[src/rtl/acu_pkg.sv]
// Shared constants and types of the sized carry arithmetic unit.
// Assumes a data path of XLEN bits, where XLEN is at least 64.
package acu_pkg;
    localparam int XLEN      = 64;
    localparam int IMM_W     = 5;
    localparam int IMM_SHIFT = 12;

    typedef enum logic [1:0] {
        OP_ADC  = 2'd0,
        OP_SBC  = 2'd1,
        OP_AUI  = 2'd2,
        OP_NONE = 2'd3
    } acu_op_e;

    typedef enum logic [1:0] {
        SZ_B = 2'd0,
        SZ_H = 2'd1,
        SZ_W = 2'd2,
        SZ_D = 2'd3
    } acu_size_e;

    typedef struct packed {
        logic [XLEN-1:0] a;
        logic [XLEN-1:0] b;
        logic            cin;
        logic            sub;
        acu_size_e       size;
    } acu_carry_req_t;
endpackage

[src/rtl/acu_width_mask.sv]
// Clears all operand bits above the selected width.
// Purely combinational. Assumes XLEN >= 64.
module acu_width_mask
    import acu_pkg::*;
#(
    parameter int W = XLEN
) (
    input  acu_size_e      size_i,
    input  logic [W-1:0]   data_i,
    output logic [W-1:0]   data_o
);
    // Keep only the low 8/16/32/W bits.
    always_comb begin
        case (size_i)
            SZ_B:    data_o = {{(W-8){1'b0}},  data_i[7:0]};
            SZ_H:    data_o = {{(W-16){1'b0}}, data_i[15:0]};
            SZ_W:    data_o = {{(W-32){1'b0}}, data_i[31:0]};
            default: data_o = data_i;
        endcase
    end
endmodule

[src/rtl/acu_sext.sv]
// Sign-extends a sized result from bit 7, 15 or 31 to the full width.
// The double size passes through. Combinational only.
module acu_sext
    import acu_pkg::*;
#(
    parameter int W = XLEN
) (
    input  acu_size_e      size_i,
    input  logic [W-1:0]   data_i,
    output logic [W-1:0]   data_o
);
    // Replicate the sign bit of the selected width.
    always_comb begin
        case (size_i)
            SZ_B:    data_o = {{(W-8){data_i[7]}},   data_i[7:0]};
            SZ_H:    data_o = {{(W-16){data_i[15]}}, data_i[15:0]};
            SZ_W:    data_o = {{(W-32){data_i[31]}}, data_i[31:0]};
            default: data_o = data_i;
        endcase
    end
endmodule

[src/rtl/acu_addsub.sv]
// Full-width add with carry or subtract with borrow. The carry out is dropped.
// Bits above the size of interest are don't-care for the caller.
module acu_addsub
    import acu_pkg::*;
#(
    parameter int W = XLEN
) (
    input  logic [W-1:0] a_i,
    input  logic [W-1:0] b_i,
    input  logic         cin_i,
    input  logic         sub_i,
    output logic [W-1:0] res_o
);
    logic [W-1:0] cin_ext;
    assign cin_ext = {{(W-1){1'b0}}, cin_i};

    // Select a + b + c or a - b - c, modulo 2^W.
    always_comb begin
        if (sub_i) res_o = a_i - b_i - cin_ext;
        else       res_o = a_i + b_i + cin_ext;
    end
endmodule

[src/rtl/acu_upper_imm.sv]
// Adds a sign-extended immediate, shifted left by IMM_SHIFT, to an operand.
// In the narrow form the sum wraps at 32 bits and is sign-extended.
// In the wide form the sum wraps at W bits.
module acu_upper_imm
    import acu_pkg::*;
#(
    parameter int W   = XLEN,
    parameter int IW  = IMM_W,
    parameter int SH  = IMM_SHIFT
) (
    input  logic [W-1:0]  a_i,
    input  logic [IW-1:0] imm_i,
    input  logic          wide_i,
    output logic [W-1:0]  res_o
);
    localparam int NW = 32;

    logic [W-1:0]  offset;
    logic [W-1:0]  sum_wide;
    logic [NW-1:0] sum_narrow;

    // Sign-extend the immediate and move it into position.
    assign offset     = {{(W-IW-SH){imm_i[IW-1]}}, imm_i, {SH{1'b0}}};
    assign sum_wide   = a_i + offset;
    assign sum_narrow = a_i[NW-1:0] + offset[NW-1:0];

    // Pick the 64-bit or the sign-extended 32-bit form.
    always_comb begin
        if (wide_i) res_o = sum_wide;
        else        res_o = {{(W-NW){sum_narrow[NW-1]}}, sum_narrow};
    end
endmodule

[src/rtl/carry_alu.sv]
// Top of the sized carry arithmetic unit.
// Add-upper-immediate: one register stage, result on the fast port.
// Add-with-carry / subtract-with-borrow: operands are truncated and registered,
// then computed, sign-extended and registered again, giving the slow port.
// Assumes the issuer accepts both ports every cycle; there is no back-pressure.
module carry_alu
    import acu_pkg::*;
#(
    parameter int W  = XLEN,
    parameter int IW = IMM_W
) (
    input  logic          clk,
    input  logic          rst_n,
    input  logic          issue_vld,
    input  logic [1:0]    issue_op,
    input  logic [1:0]    issue_size,
    input  logic [W-1:0]  src_a,
    input  logic [W-1:0]  src_b,
    input  logic [IW-1:0] imm5,
    input  logic          carry_in,
    output logic          fast_vld,
    output logic [W-1:0]  fast_data,
    output logic          slow_vld,
    output logic [W-1:0]  slow_data
);
    localparam int NOPND = 2;

    acu_op_e        op_e;
    acu_size_e      size_e;
    logic           is_aui;
    logic           is_carry;
    logic [W-1:0]   opnd_raw [NOPND];
    logic [W-1:0]   opnd_msk [NOPND];
    logic [W-1:0]   aui_res;
    logic [W-1:0]   raw_sum;
    logic [W-1:0]   ext_sum;

    logic           fast_vld_q;
    logic [W-1:0]   fast_data_q;
    logic           s1_vld_q;
    acu_carry_req_t s1_req_q;
    logic           slow_vld_q;
    logic [W-1:0]   slow_data_q;

    assign op_e     = acu_op_e'(issue_op);
    assign size_e   = acu_size_e'(issue_size);
    assign is_aui   = issue_vld && (op_e == OP_AUI);
    assign is_carry = issue_vld && ((op_e == OP_ADC) || (op_e == OP_SBC));

    assign opnd_raw[0] = src_a;
    assign opnd_raw[1] = src_b;

    // One truncation unit for each source operand.
    for (genvar gi = 0; gi < NOPND; gi++) begin : g_mask
        acu_width_mask #(.W(W)) u_mask (
            .size_i (size_e),
            .data_i (opnd_raw[gi]),
            .data_o (opnd_msk[gi])
        );
    end

    acu_upper_imm #(.W(W), .IW(IW), .SH(IMM_SHIFT)) u_aui (
        .a_i    (src_a),
        .imm_i  (imm5),
        .wide_i (size_e == SZ_D),
        .res_o  (aui_res)
    );

    // Fast path: register the add-upper-immediate result.
    always_ff @(posedge clk) begin
        if (!rst_n) fast_vld_q <= 1'b0;
        else        fast_vld_q <= is_aui;
        if (is_aui) fast_data_q <= aui_res;
    end

    // Slow path stage 1: capture the truncated operands and the flag.
    always_ff @(posedge clk) begin
        if (!rst_n) s1_vld_q <= 1'b0;
        else        s1_vld_q <= is_carry;
        if (is_carry) begin
            s1_req_q.a    <= opnd_msk[0];
            s1_req_q.b    <= opnd_msk[1];
            s1_req_q.cin  <= carry_in;
            s1_req_q.sub  <= (op_e == OP_SBC);
            s1_req_q.size <= size_e;
        end
    end

    acu_addsub #(.W(W)) u_addsub (
        .a_i   (s1_req_q.a),
        .b_i   (s1_req_q.b),
        .cin_i (s1_req_q.cin),
        .sub_i (s1_req_q.sub),
        .res_o (raw_sum)
    );

    acu_sext #(.W(W)) u_sext (
        .size_i (s1_req_q.size),
        .data_i (raw_sum),
        .data_o (ext_sum)
    );

    // Slow path stage 2: register the sign-extended carry result.
    always_ff @(posedge clk) begin
        if (!rst_n) slow_vld_q <= 1'b0;
        else        slow_vld_q <= s1_vld_q;
        if (s1_vld_q) slow_data_q <= ext_sum;
    end

    assign fast_vld  = fast_vld_q;
    assign fast_data = fast_data_q;
    assign slow_vld  = slow_vld_q;
    assign slow_data = slow_data_q;
endmodule

[config.mk]
export PLATFORM = sky130hd
export DESIGN_NAME = carry_alu
export DESIGN_NICKNAME = d
export VERILOG_FILES = /design/src/rtl/acu_pkg.sv /design/src/rtl/acu_width_mask.sv /design/src/rtl/acu_sext.sv /design/src/rtl/acu_addsub.sv /design/src/rtl/acu_upper_imm.sv /design/src/rtl/carry_alu.sv
export SDC_FILE = /design/constraint.sdc
export NUM_CORES = 1
export LEC_CHECK = 0
export BUFFER_PORTS_ARGS = -buffer_cell sky130_fd_sc_hd__buf_2
export CAP_MARGIN = 30
export CORE_ASPECT_RATIO = 1.25
export CORE_MARGIN = 2
export CORE_UTILIZATION = 45
export CTS_CLUSTER_DIAMETER = 120
export CTS_CLUSTER_SIZE = 8
export DETAILED_ROUTE_END_ITERATION = 12
export GPL_ROUTABILITY_DRIVEN = 0
export PLACE_DENSITY = 0.76
export REMOVE_ABC_BUFFERS = 1
export SYNTH_ARGS = -nofsm -noshare
export SYNTH_HDL_FRONTEND = slang
export SYNTH_HIERARCHICAL = 1
export SYNTH_SLANG_ARGS = --single-unit
[constraint.sdc]
create_clock -name clk -period 8.1 [get_ports clk]
set_input_delay 0.405 -clock clk [delete_from_list [all_inputs] [get_ports clk]]
set_output_delay 0.405 -clock clk [all_outputs]
set_load 0.01 [all_outputs]
; Word level (Yosys, flattened, before mapping)
; Index checks and enable logic that the tools add are counted.
[word_totals]
inputBits = 141
elab_cells = 34
mem_bits_ro = 0
out_inout_bits = 130
register_bits = 263
mem_bits_rw = 0
memories = 0
latchBits = 0
[op_classes]
mul = 0
n_addsub = 6
eq_ne = 7
shifts = 0
reduce_logical = 6
n_div = 0
n_lt_le_gt_ge = 0
muxes = 5
bitwise = 0
[ops]
columns = op, count
row1 = 64-bit one-hot mux with 3 select lines, 3
row2 = 64-bit adder, 2
row3 = 64-bit two-way mux, 2
row4 = 64-bit by 1-bit adder with 64-bit output, 1
row5 = 64-bit by 1-bit subtractor with 64-bit output, 1
row6 = 64-bit subtractor, 1
row7 = 32-bit adder, 1
row8 = "2-bit equality test, second input constant", 4
row9 = "2-bit by 1-bit equality test with 1-bit output, second input constant", 3
row10 = 2-bit logical NOT, 3
row11 = 1-bit logical AND, 2
row12 = 1-bit logical OR, 1

; Depth between registers and ports, before layout
; Gate-level depths: netlist of the first run.
[depth]
ltp_word = 4
depth_mapped = 18
mapped_depth_nobuf = 17

; Cells and area by module
; Netlist of the first run, hierarchy kept.
[by_module_without_submodules]
columns = module, instances, seq_area_each_um2, area_each_um2, cells_per_inst
row1 = acu_addsub, 1, 0.0, 9464.1, 1446
row2 = carry_alu, 1, 7867.5, 7921.3, 270
row3 = acu_upper_imm, 1, 0.0, 3450.8, 515
row4 = acu_sext, 1, 0.0, 1131.1, 143
row5 = acu_width_mask, 2, 0.0, 520.5, 74

; Worst setup path after synthesis of the first run
; No wires, ideal clock.
[synth_path]
kind = input to register
startpoint = input port issue_op[1]
endpoint = register s1_req_q[0] in the netlist's numbering (enable)
t_required_ns = 7.457
arrival_ns = 6.262
setup_slack_ns = 1.195
path_buffers = 0
setup_ns = 0.643
path_stages = 1
path_cell_list = nor2b_1
[synth_between]
elab_chain_len = 3
elab_cells_between_ends = 4
cone_classes = eq/ne: 1 / reduce/logical: 3
[synth_lines]
columns = element, line
row1 = start: declaration, carry_alu.sv:15  ; input logic [1:0] issue_op,
row2 = 2-bit by 1-bit equality test with 1-bit output or 2-bit logical NOT (tied branches), carry_alu.sv:48  ; assign is_carry = issue_vld && ((op_e == OP_ADC) || (op_e == OP_SBC));
row3 = 1-bit logical OR *, carry_alu.sv:48
row4 = 1-bit logical AND *, carry_alu.sv:48
row5 = end: declaration, carry_alu.sv:41  ; acu_carry_req_t s1_req_q;
; Every way passes the cells marked *; elsewhere a longest branch is shown, timed or not.
; A chain may end at the register's enable or synchronous reset.

; Worst setup path in the final report of the first run
[layout_path]
startpoint = register s1_req_q[68] in the netlist's numbering
endpoint = register slow_data_q[58] (netlist: slow_data[58]) (data pin)
[layout_between]
elab_chain_len = 4
elab_cells_between_ends = 6
cone_classes = add/sub: 4 / mux: 2
[layout_lines]
columns = element, line
row1 = 64-bit adder or 64-bit subtractor (tied branches), "acu_addsub.sv:20, acu_addsub.sv:19"
row2 = 64-bit by 1-bit adder with 64-bit output or 64-bit by 1-bit subtractor with 64-bit output (tied branches), "acu_addsub.sv:20, acu_addsub.sv:19"
row3 = 64-bit two-way mux *, acu_addsub.sv:19  ; if (sub_i) res_o = a_i - b_i - cin_ext;
row4 = net raw_sum[58], carry_alu.sv:35  ; logic [W-1:0] raw_sum;
row5 = 64-bit one-hot mux with 3 select lines *, acu_sext.sv:14  ; case (size_i)
row6 = net ext_sum[58], carry_alu.sv:36  ; logic [W-1:0] ext_sum;
row7 = end signal: assignment, carry_alu.sv:107  ; if (s1_vld_q) slow_data_q <= ext_sum;
row8 = end: declaration, carry_alu.sv:43  ; logic [W-1:0] slow_data_q;
; Mark *: on every way through the listed nets, which the timed path passes. The rest lies on a longest branch.

==> results.cfg, run 1 <==
[sta]
maxSlewHeadroom = 0.429
period_needed_ns = 4.73
finalSetupViolations = 0
worst_clock_skew_ns = 0.0195
fmax_ghz = 0.211
holdWs_ns = 0.0305
tightest_slew_ns = 0.857
grt_setup_unrepaired = false
period_share = 0.584
hold_viol = 0
final_max_slew_viol_count = 0
setup_ws_ns = 3.37
finalSetupTns_ns = 0

[placed_design]
portBuffers = 270
hpwl_um = 49400
pre_cts_slack_ns = 3.45

[logic_synthesis]
syn_area_um2 = 23000
ys_seq_area_frac = 0.342
synth_area_leaders = edfxtp_1 (34%), ha_1 (13%), a21oi_1 (5.2%)
ys_seq_elements = 263
yosys_warnings = 6
synth_cells = 2522
synth_edf_count = 260
synth_top_cell_by_area = edfxtp_1
synth_top_area_frac = 0.339
yosysUniqueCellTypes = 109
async_flop_share = 0
synth_ff_type = edfxtp_1
synth.avg_cell_area_um2 = 9.12

[critical_path]
r2r-start = s1_req_q[68]
r2r_end = slow_data[58]
path_cells = inv_1 -> fa_1 -> inv_1 -> ha_1 -> or2_2 -> fa_1 -> o21ai_0 -> a211o_1 -> a21oi_1 -> or3_1 -> a21oi_2 -> o311ai_1 -> a221oi_2 -> xor2_1 -> mux2i_1 -> mux2i_1 -> mux2i_1
cp.arrival_ns = 5.00
cpPeakStageDelay_ns = 0.59
cp_data_required_time_ns = 8.37
path_class = reg -> reg
worstPathMaxFanout = 3
r2r_setup_slack_ns = 3.37
critPathSlowestCell = fa_1
cpMostUsedCell = mux2i_1
ff2ff_path_depth = 17
start_kind = flop
worstSetupEndpointType = flop

[die]
core-area_um2 = 50500
die_w_um = 206
io_pins = 271
start_util = 0.455
dieArea_um2 = 53000
die_height_um = 257
std_cell_rows = 92

[layout]
drive_above_1_share = 0.153
final_common_cell = buf_2
syn_to_final_growth_pct = 11.1
nFillCells = 4559
nets = 3088
layout_common_cells = buf_2 (270), edfxtp_1 (260), inv_1 (245)

[clocking]
cts_buffers = 38
clk_latency_ns = 0.56
cts-root-buf = clkbuf_16
clk_pin_slew_worst_paths_ns = 0.06
cts.sinks = 263
cts_tree = built
cts_setup_buffers = 0
h-tree-depth = 2
clk_path_buf_depth = 3

[global_routing]
grtUsageTotal = 0.231
grt_pass1_vias = 19300
grt_overflow = 0
grt_pass1_wl_um = 99300
antenna_found_initial = 4
grt_max_degree = 83

[route]
drc = 0
wire_per_inst_um = 18.7
vias_per_cell = 5.83
dr.pass1.iters = 8
first_iter_violations = 1871
route.vias.total = 19700
ant_nets = 0
wirelength_um = 63000

[pwr]
finalPower_mw = 5.09
peakVddDrop_mv = 0.142
leakage_nw = 10.9
p_per_area_nw_per_um2 = 199

[min_path]
min_path_type = in -> reg
hp-start = src_b[4]
hold_depth = 1
holdPathEnd = s1_req_q[8]

[flow_run]
cap_violations = 0

[status]
outcome = complete, no violations
routing by layer:
| metal | routed length, um | up-vias | global-route usage |
|---|---|---|---|
| met4 | 2800 | 2 | 0.0978 |
| met3 | 4370 | 192 | 0.0315 |
| li1 | - | 9441 | - |
| met2 | 28900 | 1019 | 0.378 |
| met1 | 26800 | 9030 | 0.305 |
| met5 | 12 | - | 0 |
flip-flops by register name, indices dropped and copies added (netlist names):
name,cells
slow_vld,1
fast_vld,1
s1_vld_q,1
s1_req_q,132
slow_data,64
fast_data,64
where the power goes:
| part | switching [mW] | leakage [nW] | total [mW] | internal, mW |
|---|---|---|---|---|
| sequential | 0.0417 | 2.35 | 1.70 | 1.66 |
| clock | 0.584 | 0.503 | 1.43 | 0.847 |
| combinational | 1.20 | 8.09 | 1.96 | 0.760 |
| total | 1.83 | 10.9 | 5.09 | 3.26 |
area by class of cell:
cell class	count	area, um^2	share of cell area
repair buffers	288	1510	0.0591
well taps	658	823	0.0322
inverters	249	935	0.0366
clock inverters	3	62.6	0.00245
diodes	3	7.51	0.000294
clock buffers	46	981	0.0384
multi-input cells	1865	13400	0.523
flip-flops and latches	263	7870	0.308
timing repair:
item	4_1_cts	5_1_grt
resized for setup	0	0
hold buffers	2	0
endpoints found under the hold margin	2	0
metrics by stage:
step,std cells,cell area [um^2],utilization
after global routing,3375,25600,0.506
after floorplan,2377,22200,-
after global placement,3320,24500,0.484
final,3375,25600,0.506
after CTS,3371,25500,0.505
after detailed placement,3320,24500,0.484
worst max path at each step:
| stage | startpoint | slack (ns) | cells after the start | endpoint |
|---|---|---|---|---|
| final | s1_req_q[68] | 3.37 | 17 | slow_data[58] |
| after global routing | s1_req_q[68] | 3.13 | 17 | slow_data[58] |
| after CTS | s1_req_q[68] | 3.41 | 17 | slow_data[58] |
| after detailed placement | s1_req_q[68] | 3.45 | 17 | slow_data[58] |
| after global placement | s1_req_q[68] | 3.52 | 17 | slow_data[58] |
| after floorplan | issue_op[1] | 1.20 | 1 | s1_req_q[0] |
critical path, delay by kind of cell (launching register included):
| family | cells | cell delay (ns) |
|---|---|---|
| adders and majority gates | 3 | 1.17 |
| DFF | 1 | 0.38 |
| muxes | 3 | 0.30 |
| and+or+nand+nor | 2 | 0.73 |
| xor gates and xnor gates | 1 | 0.16 |
| AOI/OAI and AO/OA | 6 | 1.55 |
| buffers and inverters | 2 | 0.14 |
cell usage after synthesis, drive strengths merged, types with 32 or more instances:
cell type and count:
nand2 172, o21ai 167, and3 73, nor3 32
nand4 46, inv 246, edfxtp 260, and2 41
xor2 44, nor2 145, clkbuf 54, o21bai 35
mux2i 94, ha 237, a21o 43, a21oi 249
xnor2 116, buf 91
cells by family (layout without fill, tap and decap cells):
kind of cell | after synthesis | in the layout | share of synthesized area
other | 0 | 3 | 0
adders and majority gates | 242 | 242 | 0.133
AOI/OAI and AO/OA | 700 | 700 | 0.195
xor gates and xnor gates | 160 | 160 | 0.0609
buffers and inverters | 394 | 586 | 0.0779
DFF | 263 | 263 | 0.342
and+or+nand+nor | 665 | 665 | 0.149
muxes | 98 | 98 | 0.0429
Note: power is estimated with default switching activity, not from simulation.
==> run 2: changes to the inputs <==
clock period = 4.4 ns   (was 8.1 ns; I/O delays follow)
==> run 2 against run 1 <==
Non-clock buffer count is 94 higher. Cell count is 2.8% higher. Utilization is 1.9 points higher. Critical endpoint unchanged. Sequential power is 85% higher. Clock skew is 0.0050 ns higher. Critical path type unchanged.
==> results.cfg, run 2 (synthesized netlist as in run 1, its figures left out) <==
[critical_path]
worstPathMaxFanout = 3
worstSetupStartpoint = s1_req_q[4]
path_class = reg -> reg
cp.arrival_ns = 4.54
r2r-start = s1_req_q[4]
cp_data_required_time_ns = 4.68
worstSetupEndpointType = flop
start_kind = flop

[sta]
period_share = 0.969
finalSetupViolations = 0
worst_clock_skew_ns = 0.0245
maxSlewHeadroom = 0.416
tightest_slew_ns = 0.864
holdWs_ns = 0.0165
final_max_slew_viol_count = 0
fmax_ghz = 0.234
hold_viol = 0
period_needed_ns = 4.27

[layout]
top_register = s1_req_q
nFillCells = 4493
nets = 3182
design_area_um2 = 26500
layout_common_cells = buf_2 (270), edfxtp_1 (260), inv_1 (245)
final_common_cell = buf_2
drive_above_1_share = 0.166
largest_reg_flops = 132
syn_to_final_growth_pct = 15.4

[die]
std_cell_rows = 92
io_pins = 271
start_util = 0.455
dieArea_um2 = 53000
die_w_um = 206
die_height_um = 257
core-area_um2 = 50500

[pwr]
finalPower_mw = 9.54
p_per_area_nw_per_um2 = 360
leakage_nw = 11.4
peakVddDrop_mv = 0.240

[clocking]
h-tree-depth = 2
cts.sinks = 263
clk_path_buf_depth = 3
cts-root-buf = clkbuf_16
clk_pin_slew_worst_paths_ns = 0.05
cts_tree = built
cts_buffers = 38
clk_latency_ns = 0.56

[route]
first_iter_violations = 2174
vias_per_cell = 5.83
ant_nets = 0
drc = 0
dr.pass1.iters = 7
wirelength_um = 65000
route.vias.total = 20300
wire_per_inst_um = 18.7

[global_routing]
grt_max_degree = 114
grtUsageTotal = 0.239
grt_pass1_wl_um = 102000
grt_overflow = 0
antenna_found_initial = 5
grt_pass1_vias = 19800

[flow_run]
cap_violations = 0

[placed_design]
portBuffers = 270
placed_area_um2 = 24700
hpwl_um = 50300

[status]
outcome = complete, no violations

[min_path]
min_path_type = in -> reg
hp-start = src_b[31]
run 2: cell count changes in the layout (fill, tap and decap cells not counted), moves of 2 or more:
cell / before / now
o21ai_2: 6 / 9
a21oi_4: 0 / 3
inv_6: 0 / 2
a21oi_1: 237 / 235
buf_12: 0 / 4
dlygate4sd3_1: 2 / 57
diode_2: 3 / 5
o21ai_1: 15 / 13
buf_4: 15 / 49
run 2: final cells by class:
cell class                      instances  area [um^2]  area share
Multi-Input combinational cell       1865        13500       0.508
Sequential cell                       263         7870       0.296
Timing Repair Buffer                  382         2400      0.0903
Clock buffer                           46          981      0.0370
Inverter                              249          935      0.0352
Tap cell                              658          823      0.0310
Clock inverter                          3         33.8     0.00127
Antenna cell                            5         12.5    0.000471
run 2: path summary, 6_finish.rpt:
kind              endpoint  cells after the start  slack [ns]
max          slow_data[58]                     16        0.13
min           s1_req_q[35]                      2        0.02
max reg2reg  slow_data[58]                     16        0.13
min reg2reg   slow_data[4]                      0        0.80
run 2: timing repair:
item,in CTS,in global routing
setup buffers,0,7
pin swaps,2,15
setup endpoints to repair,3,14
resized for setup,4,19
hold buffers,57,0
hold endpoints to repair,69,0
run 2: metal layers:
metal / vias up / routed length (um) / track usage
li1: 9624 / - / -
met1: 9322 / 27400 / 0.316
met2: 1097 / 30000 / 0.397
met3: 208 / 4750 / 0.0287
met4: 0 / 2870 / 0.0954
met5: - / 0 / 0
run 2: metrics by stage:
step / utilization / setup TNS (ns) / std cells / worst slack, ns
2_1_floorplan: - / -353.09 / 2377 / -2.32
3_3_place_gp: 0.489 / 0 / 3351 / 0.0182
3_5_place_dp: 0.490 / -0.0984 / 3352 / -0.0943
4_1_cts: 0.522 / 0 / 3458 / 0.0122
5_1_grt: 0.525 / -0.0789 / 3471 / -0.0663
6_report: 0.525 / 0 / 3471 / 0.135
run 2: where the power goes:
part           total, mW  internal, mW  switching [mW]
registers           3.14          3.05          0.0870
clock network       2.60          1.55            1.05
logic               3.80          1.52            2.28
total               9.54          6.12            3.42
run 2: critical path: stages (launching register included):
cell and delay (ns):
edfxtp_1 0.38, buf_4 0.13, fa_1 0.23, inv_1 0.07
fa_1 0.39, o21ba_1 0.20, or4_1 0.52, a211oi_4 0.34
o311ai_1 0.23, and4_1 0.27, o21ai_1 0.34, a21bo_2 0.23
a211oi_1 0.08, xnor2_1 0.24, mux2i_1 0.11, mux2i_1 0.15
mux2i_1 0.09
==> run 3: changes to the inputs <==
CORE_UTILIZATION = 58   (was 45)
PLACE_DENSITY = 0.92   (was 0.76)
SYNTH_HIERARCHICAL = unset   (was 1)
TNS_END_PERCENT = 50   (was unset)
==> run 3 against run 2 <==
First-iteration DRC count rose by 4.6%. Area after synthesis is 9.3% lower. Clock-buffer cell count is 4 higher. Sequential power about the same.
==> results.cfg, run 3 <==
[layout]
syn_to_final_growth_pct = 16.8
final_cells = 3022
final_common_cell = buf_2
multiInputGateArea_um2 = 12000
nets = 2912
largest_reg_flops = 132
nFillCells = 2456
layout_common_cells = buf_2 (270), edfxtp_1 (260), ha_1 (236)
top_register = s1_req_q
fin_util = 0.688
drive_above_1_share = 0.157
design_area_um2 = 24400
regArea_um2 = 7870

[logic_synthesis]
synth_edf_count = 260
synth_compound_area_frac = 0.208
yosysUniqueCellTypes = 85
synth.avg_cell_area_um2 = 9.37
synth_top_area_frac = 0.374
yosysMostFrequentCell = edfxtp_1
ys_seq_area_frac = 0.377
yosys-top-cells-count = edfxtp_1 (260), ha_1 (237), inv_1 (216)
synth_ff_type = edfxtp_1
async_flop_share = 0
synth_cells = 2228
syn_area_um2 = 20900
synth-simple-area-share = 0.137
synth_fa_ha_area_frac = 0.147
synth_area_leaders = edfxtp_1 (37%), ha_1 (14%), xnor2_1 (5.2%)
ys_seq_elements = 263
synthMuxAreaShare = 0.00437
yosys_warnings = 0
synth_top_cell_by_area = edfxtp_1
synth_top_family_by_area = compound AO/OA/AOI/OAI gates
synth-xor-area-share = 0.0709

[route]
dr.pass1.iters = 7
wire_per_inst_um = 19.3
route.vias.total = 19000
ant_nets = 0
drc = 0
wirelength_um = 58300
first_iter_violations = 2274
vias_per_cell = 6.28

[pwr]
peakVddDrop_mv = 0.240
finalPower_mw = 9.13
p_per_area_nw_per_um2 = 374
leakage_nw = 10.5

[clocking]
cts_tree = built
h-tree-depth = 2
clk_latency_ns = 0.52
cts.sinks = 263
clk_path_buf_depth = 3
cts_buffers = 38
cts-root-buf = clkbuf_16
clk_pin_slew_worst_paths_ns = 0.05

[global_routing]
grt_pass1_vias = 18400
grtUsageTotal = 0.298
grt_pass1_wl_um = 91800
grt_overflow = 0
antenna_found_initial = 11
grt_max_degree = 104

[min_path]
min_path_type = in -> reg
holdPathEnd = s1_req_q[83]
hp-start = src_a[15]
hold_depth = 2

[die]
io_pins = 271
die_height_um = 216
core-area_um2 = 35500
std_cell_rows = 77
dieArea_um2 = 37500
die_w_um = 174
start_util = 0.589

[sta]
hold_viol = 0
tightest_slew_ns = 0.937
period_share = 0.991
period_needed_ns = 4.36
fmax_ghz = 0.229
grt_setup_unrepaired = true
finalSetupViolations = 0
worst_clock_skew_ns = 0.0179
finalSetupTns_ns = 0
maxSlewHeadroom = 0.374
setup_ws_ns = 0.0386
holdWs_ns = 0.0108
final_max_slew_viol_count = 0

[placed_design]
hpwl_um = 42100
placed_area_um2 = 22800
portBuffers = 270
pre_cts_slack_ns = -0.413
place_inst = 2917

[status]
outcome = complete, no violations

[critical_path]
cpPeakStageDelay_ns = 0.62
start_kind = flop
r2r_end = slow_data[50]
r2r_setup_slack_ns = 0.04
r2r-start = s1_req_q[4]
ff2ff_path_depth = 20
worstPathMaxFanout = 3
worstSetupEndpointType = flop
cpMostUsedCell = buf_4
cp.arrival_ns = 4.60
path_cells = fa_1 -> inv_1 -> ha_2 -> or2_4 -> fa_2 -> nand2b_4 -> a2111oi_4 -> buf_4 -> o21a_1 -> nor3_2 -> a41oi_4 -> o21ai_4 -> a211oi_4 -> buf_4 -> buf_4 -> buf_4 -> buf_4 -> buf_4 -> xor2_1 -> o221ai_1
critPathSlowestCell = fa_1
path_class = reg -> reg
cp_data_required_time_ns = 4.64

[flow_run]
cap_violations = 0
## run 3: cell count changes after synthesis, sizes merged, moves of 12 or more
| cell | before | now |
|---|---|---|
| nand4 | 46 | 32 |
| o21a | 31 | 18 |
| nand2 | 172 | 129 |
| nor2 | 145 | 130 |
| clkbuf | 54 | 75 |
| a21oi | 249 | 203 |
| a21o | 43 | 76 |
| mux2i | 94 | 8 |
| buf | 91 | 10 |
| inv | 246 | 216 |
| nor2b | 24 | 36 |
## run 3: timing repair
action,4_1_cts,5_1_grt
gates resized for setup,6,17
endpoints found under the setup margin,13,14
endpoints found under the hold margin,47,0
pin swaps,7,5
hold buffers,36,0
setup buffers,7,3
## run 3: critical path, delay by kind of cell (launching register included)
| family | cells | cell delay (ns) |
|---|---|---|
| adder cells (fa/ha/maj) | 3 | 1.14 |
| AND/OR/NAND/NOR | 3 | 0.46 |
| buffers and inverters | 7 | 0.77 |
| AO/OA/AOI/OAI | 6 | 1.15 |
| XOR/XNOR | 1 | 0.13 |
| flip-flops | 1 | 0.43 |
## run 3: cell type report
| type | count | share of cell area |
|---|---|---|
| Antenna cell | 9 | 0.000923 |
| Clock buffer | 50 | 0.0435 |
| Inverter | 219 | 0.0337 |
| Multi-Input combinational cell | 1661 | 0.491 |
| Sequential cell | 263 | 0.323 |
| Tap cell | 474 | 0.0243 |
| Timing Repair Buffer | 346 | 0.0840 |
## run 3: worst max path at each step
stage                      startpoint            end  cells after the start
after floorplan           issue_op[1]    s1_req_q[0]                      1
after global placement    s1_req_q[4]  slow_data[54]                     18
after detailed placement  s1_req_q[4]  slow_data[54]                     18
after CTS                 s1_req_q[4]  slow_data[54]                     18
after global routing      s1_req_q[4]  slow_data[54]                     18
final                     s1_req_q[4]  slow_data[50]                     20
## run 3: report_power, final
part / switching, mW / internal (mW) / leakage [nW]
registers: 0.0907 / 3.04 / 2.33
logic: 1.97 / 1.34 / 7.70
clock network: 1.04 / 1.65 / 0.516
## run 3: layer usage
layer	vias to the layer above	track usage	wire length (um)
li1	8669	-	-
met1	8677	0.383	22900
met2	1343	0.491	26800
met3	298	0.0468	5470
met4	4	0.147	3160
met5	-	0	30
## run 3: logic make-up (layout without fill, tap and decap cells)
family / Yosys count / in the layout
buffers and inverters: 304 / 615
muxes: 9 / 9
adders and majority gates: 242 / 242
xor gates and xnor gates: 169 / 169
AOI/OAI and AO/OA: 672 / 672
DFF: 263 / 263
and+or+nand+nor: 569 / 569
other: 0 / 9
